`config.mk`:
```
export PLATFORM = sky130hd
export DESIGN_NAME = membus_decoder
export DESIGN_NICKNAME = d
export VERILOG_FILES = /design/src/rtl/membus_decoder.sv
export SDC_FILE = /design/constraint.sdc
export NUM_CORES = 1
export LEC_CHECK = 0
export BUFFER_PORTS_ARGS = -buffer_cell sky130_fd_sc_hd__buf_4
export CAP_MARGIN = 20
export CORE_ASPECT_RATIO = 0.7
export CORE_UTILIZATION = 49
export CTS_CLUSTER_SIZE = 8
export DETAILED_ROUTE_END_ITERATION = 10
export GPL_TIMING_DRIVEN = 1
export HOLD_SLACK_MARGIN = 0.12
export PLACE_DENSITY_LB_ADDON = 0.2
export SYNTH_ARGS = -nofsm -noshare
export SYNTH_HDL_FRONTEND = slang
export SYNTH_SLANG_ARGS = --single-unit
```
`constraint.sdc`:
```
create_clock -name clk -period 6.51 [get_ports clk]
set_clock_uncertainty 0.05 [all_clocks]
set_input_delay 1.302 -clock clk [delete_from_list [all_inputs] [get_ports clk]]
set_output_delay 1.302 -clock clk [all_outputs]
set_load 0.005 [all_outputs]
```
`src/rtl/membus_decoder.sv`:
```
module membus_decoder #(
  parameter logic [7:0] OPEN_BUS = 8'h00
) (
  input  logic        clk,
  input  logic        rst_n,
  input  logic        req_valid,
  input  logic        req_write,
  input  logic [15:0] req_addr,
  input  logic [7:0]  req_wdata,
  output logic        rsp_valid,
  output logic [7:0]  rsp_rdata,
  output logic        wr_error,
  input  logic        wide_start,
  input  logic        wide_write,
  input  logic [15:0] wide_addr,
  input  logic [15:0] wide_wdata,
  output logic        wide_busy,
  output logic        wide_done,
  output logic [15:0] wide_rdata,
  output logic        rom_rd,
  output logic [14:0] rom_addr,
  input  logic [7:0]  rom_data,
  output logic        wram_en,
  output logic        wram_we,
  output logic [12:0] wram_addr,
  output logic [7:0]  wram_wdata,
  input  logic [7:0]  wram_rdata
);

  localparam int HRAM_DEPTH = 128;
  localparam logic [1:0] SRC_NONE = 2'd0, SRC_ROM = 2'd1, SRC_WRAM = 2'd2, SRC_HRAM = 2'd3;

  typedef enum logic [1:0] {ST_IDLE, ST_FIRST, ST_SECOND, ST_DONE} state_t;

  state_t      st;
  logic [15:0] w_addr, w_data;
  logic        w_wr;
  logic [15:0] w_addr_inc;
  logic        in_second;

  logic        acc_en, acc_we;
  logic [15:0] acc_addr;
  logic [7:0]  acc_wd;
  logic        hit_rom, hit_wram, hit_hram;
  logic [1:0]  src, src_q;
  logic [7:0]  hram [HRAM_DEPTH];
  logic [7:0]  hram_q, lo_q, rd_byte;

  assign w_addr_inc = w_addr + 16'd1;
  assign in_second  = (st == ST_SECOND);

  always_comb begin
    acc_en   = 1'b0;
    acc_we   = req_write;
    acc_addr = req_addr;
    acc_wd   = req_wdata;
    case (st)
      ST_IDLE:   acc_en = req_valid && !wide_start;
      ST_FIRST: begin
        acc_en   = 1'b1;
        acc_we   = w_wr;
        acc_addr = w_wr ? w_addr_inc : w_addr;
        acc_wd   = w_data[15:8];
      end
      ST_SECOND: begin
        acc_en   = !(w_wr && wr_error);
        acc_we   = w_wr;
        acc_addr = w_wr ? w_addr : w_addr_inc;
        acc_wd   = w_data[7:0];
      end
      default: ;
    endcase
  end

  assign hit_rom  = !acc_addr[15];
  assign hit_wram = (acc_addr[15:13] == 3'b110);
  assign hit_hram = (&acc_addr[15:7]) && !(&acc_addr[6:0]);
  assign src      = hit_rom ? SRC_ROM : hit_wram ? SRC_WRAM : hit_hram ? SRC_HRAM : SRC_NONE;

  assign rom_rd     = acc_en && !acc_we && hit_rom;
  assign rom_addr   = acc_addr[14:0];
  assign wram_en    = acc_en && hit_wram;
  assign wram_we    = acc_we;
  assign wram_addr  = acc_addr[12:0];
  assign wram_wdata = acc_wd;

  always_ff @(posedge clk) begin
    if (acc_en && hit_hram) begin
      if (acc_we) hram[acc_addr[6:0]] <= acc_wd;
      else        hram_q <= hram[acc_addr[6:0]];
    end
  end

  always_comb begin
    case (src_q)
      SRC_ROM:  rd_byte = rom_data;
      SRC_WRAM: rd_byte = wram_rdata;
      SRC_HRAM: rd_byte = hram_q;
      default:  rd_byte = OPEN_BUS;
    endcase
  end

  assign rsp_rdata  = rd_byte;
  assign wide_rdata = {rd_byte, lo_q};
  assign wide_busy  = (st == ST_FIRST) || (st == ST_SECOND);
  assign wide_done  = (st == ST_DONE);

  always_ff @(posedge clk) begin
    if (!rst_n) begin
      st        <= ST_IDLE;
      rsp_valid <= 1'b0;
      wr_error  <= 1'b0;
      src_q     <= SRC_NONE;
    end else begin
      rsp_valid <= acc_en && !acc_we && (st == ST_IDLE);
      wr_error  <= acc_en && acc_we && (src == SRC_NONE);
      src_q     <= (acc_en && !acc_we) ? src : SRC_NONE;
      case (st)
        ST_IDLE:   if (wide_start) st <= ST_FIRST;
        ST_FIRST:  st <= ST_SECOND;
        ST_SECOND: st <= ST_DONE;
        default:   st <= ST_IDLE;
      endcase
    end
  end

  always_ff @(posedge clk) begin
    if (st == ST_IDLE && wide_start) begin
      w_addr <= wide_addr;
      w_data <= wide_wdata;
      w_wr   <= wide_write;
    end
    if (in_second) lo_q <= rd_byte;
  end

endmodule

```
==> After elaboration in Yosys (flattened, before gate mapping) <==
Memories as Yosys holds them, arrays and structs flattened. A register that Yosys moved wholly into a read port is not among the register bits.
Cells that the tools add are included.
{ "totals": {"register_bits": 47, "ramBits": 1024, "in_bits": 78, "out_inout_bits": 67, "elab_cells": 58, "memories": 1} }
{ "classes": {"addsub": 1, "n_eq_ne": 8, "n_mux": 15, "bitwise_logic": 1, "n_reduce_logical": 24} }
{ "mem_list": {"columns": ["memory", "words", "width", "read_ports", "rd_ports_with_merged_regs", "write_ports", "line", "rtl"], "rows": [
  ["hram", 128, 8, 1, 1, 1, "46", "logic [7:0] hram [HRAM_DEPTH];"]
]} }
{ "op_table": {"columns": ["op", "count"], "rows": [
  ["$mux 16", 2],
  ["$pmux 16 s2", 1],
  ["$pmux 8 s3", 1],
  ["$add 16x1->16 const B", 1],
  ["$pmux 8 s2", 1],
  ["$logic_and 1x1->1", 11],
  ["$reduce_and 9->1", 1],
  ["$eq 2x2->1 const B", 4],
  ["$mux 2", 4],
  ["$reduce_and 7->1", 1],
  ["$pmux 2 s3", 1],
  ["$logic_not 1->1", 5],
  ["$eq 2x1->1 const B", 2],
  ["$logic_not 2->1", 2],
  ["$mux 1", 4],
  ["$reduce_and 2->1", 2],
  ["$eq 3x3->1 const B", 1],
  ["$pmux 1 s3", 1],
  ["$ne 2x2->1 const B", 1],
  ["$reduce_or 2->1", 1],
  ["$logic_or 1x1->1", 1],
  ["$not 1->1", 1]
]} }

==> Longest topological paths before layout <==
{ "logic_depth": {"word_depth": 11, "mapped_depth": 18, "depth_no_buf": 12} }

==> Worst setup path after synthesis <==
OpenSTA, ideal clock, no wires.
{ "synth_timing": {"path_type": "register to output", "startpoint": "register st[0]", "endpoint": "output wram_wdata[0]", "t_arrival_ns": 5.350, "t_required_ns": 5.158, "slack_ns": -0.192, "stages_incl_launch_ff": 9, "path_buffers": 4, "path_cell_list": "dfxtp_1 > inv_1 > ha_1 > buf_2 > clkbuf_1 > clkbuf_1 > buf_1 > nor2_1 > a21oi_1"} }
{ "synth_between": {"elab_chain_cells": 2, "word_cells_on_any_way": 3, "classes_between": "2 x eq/ne; 1 x mux"} }
{ "synth_lines": {"columns": ["element", "line", "rtl"], "rows": [
  ["start, declared", "35", "state_t st;"],
  ["start signal, assigned", "110", "st <= ST_IDLE;"],
  ["start signal, assigned", "119", "ST_IDLE: if (wide_start) st <= ST_FIRST;"],
  ["start signal, assigned", "120", "ST_FIRST: st <= ST_SECOND;"],
  ["$eq 2x2->1 or $eq 2x1->1 (tied branches)", "57", "case (st)"],
  ["$pmux 8 s2 *", "57", null],
  ["end, declared", "26", "output logic [7:0] wram_wdata,"]
]} }
Every way passes the cells marked *; elsewhere a longest branch is shown, timed or not.

==> Worst setup path in the final report <==
{ "layout_timing": {"startpoint": "register st[1]", "endpoint": "output wram_addr[0]"} }
{ "layout_between": {"elab_chain_cells": 2, "word_cells_on_any_way": 3, "classes_between": "2 x eq/ne; 1 x mux"} }
{ "layout_lines": {"columns": ["element", "line", "rtl"], "rows": [
  ["$eq 2x2->1 or $eq 2x1->1 (tied branches)", "57", null],
  ["$pmux 16 s2 *", "57", null],
  ["end, declared", "25", "output logic [12:0] wram_addr,"]
]} }
Marks and branches as above.

==> impl_metrics.env <==
export IMPL_outcome="completed"
export IMPL_synth_fa_ha_area_frac=0.00144
export IMPL_ys_top_cells_by_count="1,073 x edfxtp_1, 328 x nand2_1, 185 x a21oi_1"
export IMPL_core_area_um2=88000
export IMPL_path_class="reg2out"
export IMPL_crit_arrival_ns=4.21
export IMPL_grt_remaining_overflow=0
export IMPL_holdCritPathClass="reg2reg"
export IMPL_path_clk_slew_ns=0.06
export IMPL_dp_hpwl_um=81300
export IMPL_synth_async_sr_flop_share=0
export IMPL_fin_crit_sh=0.854
export IMPL_synth_seq_area_share=0.742
export IMPL_fin_nets=3187
export IMPL_synthDominantCellAreaShare=0.740
export IMPL_ys_warn_count=0
export IMPL_cts_repair_resized=0
export IMPL_synthTopCellsByArea="edfxtp_1 74%, mux2i_1 3.8%, nand2_1 2.8%, a21oi_1 2.1%, mux2_2 1.7%"
export IMPL_slew_headroom=0.183
export IMPL_end_kind="output port"
export IMPL_maxSlewViolCount=0
export IMPL_leakage_nw=16.7
export IMPL_synth_seq_cells=1079
export IMPL_htree_levels=4
export IMPL_worst_slew_pin_slew_ns=1.22
export IMPL_grtUsageTotal=0.297
export IMPL_place_gp_congestion=0.929
export IMPL_power_density_nw_per_um2=438
export IMPL_die_w_um=358
export IMPL_insertion_delay_ns=0.77
export IMPL_yosys_area_top_type="edfxtp_1"
export IMPL_critPathMaxFanout=42
export IMPL_drc=0
export IMPL_drtPass1Iterations=6
export IMPL_vdd_drop_max_mv=0.364
export IMPL_grt_pass1_vias=26600
export IMPL_grt_max_degree=130
export IMPL_vias_per_cell=6.54
export IMPL_synth_edf_count=1073
export IMPL_syn_cell_area_um2=43600
export IMPL_fillCellCount=6780
export IMPL_r2r_end="hram_q[2]"
export IMPL_cp_data_required_time_ns=5.16
export IMPL_synthSimpleGateAreaFrac=0.0672
export IMPL_ff2ff_setup_slack_ns=0.97
export IMPL_die_h_um=251
export IMPL_synth_compound_area_share=0.108
export IMPL_fmax_mhz=180
export IMPL_cts_buffer_depth=3
export IMPL_yosysMostFrequentCell="edfxtp_1"
export IMPL_synth_top_family_by_area="compound AO/OA/AOI/OAI gates"
export IMPL_yosysUniqueCellTypes=79
export IMPL_stdcell_count=4295
export IMPL_min_from="st[1]"
export IMPL_drv_cap=0
export IMPL_ys_flop_type="edfxtp_1"
export IMPL_cts_hold_buf=0
export IMPL_io_pins=145
export IMPL_row_count=91
export IMPL_holdPathStages=2
export IMPL_rsz0062_at_grt="false"
export IMPL_holdPathEnd="st[1]"
export IMPL_vias=28100
export IMPL_fin_crit_ns=5.56
export IMPL_die_area_um2=90100
export IMPL_drive_above_1_share=0.163
export IMPL_dp_cells=4110
export IMPL_hold_violations=0
export IMPL_r2r_cells=13
export IMPL_port_buffers=144
export IMPL_root_buffer="clkbuf_16"
export IMPL_grt_pass1_wl_um=191000
export IMPL_cp_start_kind="flop"
export IMPL_syn_inst=2916
export IMPL_wl_um=133000
export IMPL_syn_to_final_growth_pct=15.6
export IMPL_cts_tree="yes"
export IMPL_wl_per_cell_um=30.9
export IMPL_setup_tns_ns=0
export IMPL_post_cts_setup_buffer_count=0
export IMPL_drtIter0Drc=4423
export IMPL_start_util=0.495
export IMPL_synth_mux_area_frac=0.0564
export IMPL_setup_viol=0
export IMPL_reg2reg_from="st[1]"
export IMPL_cts_made_buffers=152
export IMPL_synth_xor_area_frac=0.000373
export IMPL_cts_sinks=1079
export IMPL_avgSynthCellArea_um2=14.9
export IMPL_ant_nets=0
export IMPL_antenna_found_initial=4
[layer usage]
layer  wire [um]  share of wire  global-route usage  up-vias
met2       54800           0.41               0.393     2019
li1            -              -                   -    11800
met3       18200           0.14              0.0916      257
met1       56600           0.43               0.464    14000
met5          41        0.00031                   0        -
met4        3210          0.024              0.0878        6
[registers in the layout, summed over array words and instances (netlist names)]
register   count
lo_q           8
st             2
hram_q         8
src_q          2
hram        1024
rsp_valid      1
w_addr        16
w_wr           1
w_data        16
wr_error       1
[cell families (layout without fill, tap and decap cells)]
| family | count (synthesis) | count (layout) |
|---|---|---|
| DFF | 1079 | 1079 |
| xor gates and xnor gates | 1 | 1 |
| other | 1 | 11 |
| AOI/OAI and AO/OA | 689 | 689 |
| adders and majority gates | 5 | 5 |
| buffers and inverters | 228 | 435 |
| muxes | 234 | 234 |
| and+or+nand+nor | 679 | 679 |
[where the power goes]
part           internal, mW  switching [mW]
Clock                  4.19            2.93
Combinational          1.71            4.70
Sequential             8.49          0.0306
Total                  14.4            7.66
[worst max path at each step]
stage / slack (ns) / to / cells past startpoint / startpoint
4_1_cts: 1.00 / wram_addr[2] / 8 / st[0]
3_5_place_dp: 0.96 / hram[69][4] / 9 / req_addr[0]
5_1_grt: 0.82 / hram_q[2] / 13 / st[1]
2_1_floorplan: 0.07 / wram_wdata[7] / 7 / st[0]
3_3_place_gp: 1.12 / hram[37][3] / 9 / req_addr[0]
6_report: 0.95 / wram_addr[0] / 7 / st[1]
[worst max-delay path: stages (launching register included)]
cell,delay (ns)
dfxtp_1,0.38
inv_1,0.09
ha_2,0.62
or2_2,0.66
nand2_8,0.44
inv_4,0.46
buf_4,0.46
buf_4,0.21
[cells in the final DEF, fill, tap and decap left out, types with 17 or more instances in the layout]
cell type  instances
a21oi_1          177
buf_4            223
nand3_1           83
o211ai_1          25
a211oi_1          41
a311oi_1          17
mux2_2            67
a22oi_1           46
nor2_1           177
o221ai_1          25
a22o_1            21
nand2_1          327
a31oi_1           33
mux2i_1          164
clkbuf_16        152
a221oi_1          67
o21ai_0           97
edfxtp_1        1073
o22ai_1           25
[through the flow]
step	utilization	hold slack [ns]	area, um^2	worst slack, ns	total power, mW
2_1_floorplan	-	0.457	43600	0.0680	12.2
3_3_place_gp	0.524	0.518	46100	1.12	14.8
3_5_place_dp	0.524	0.497	46100	0.960	14.9
4_1_cts	0.572	0.505	50300	1.00	21.9
5_1_grt	0.572	0.554	50400	0.817	22.6
6_report	0.572	0.507	50400	0.951	22.1
[layout make-up]
class	count	area [um^2]	share of cell area
clock inverters	15	368	0.00730
diodes	3	7.51	0.000149
inverters	20	85.1	0.00169
clock buffers	165	3850	0.0765
well taps	1162	1450	0.0289
flip-flops and latches	1079	32300	0.642
repair buffers	235	1900	0.0377
multi-input cells	1616	10400	0.206
(Power assumes the default switching activity.)
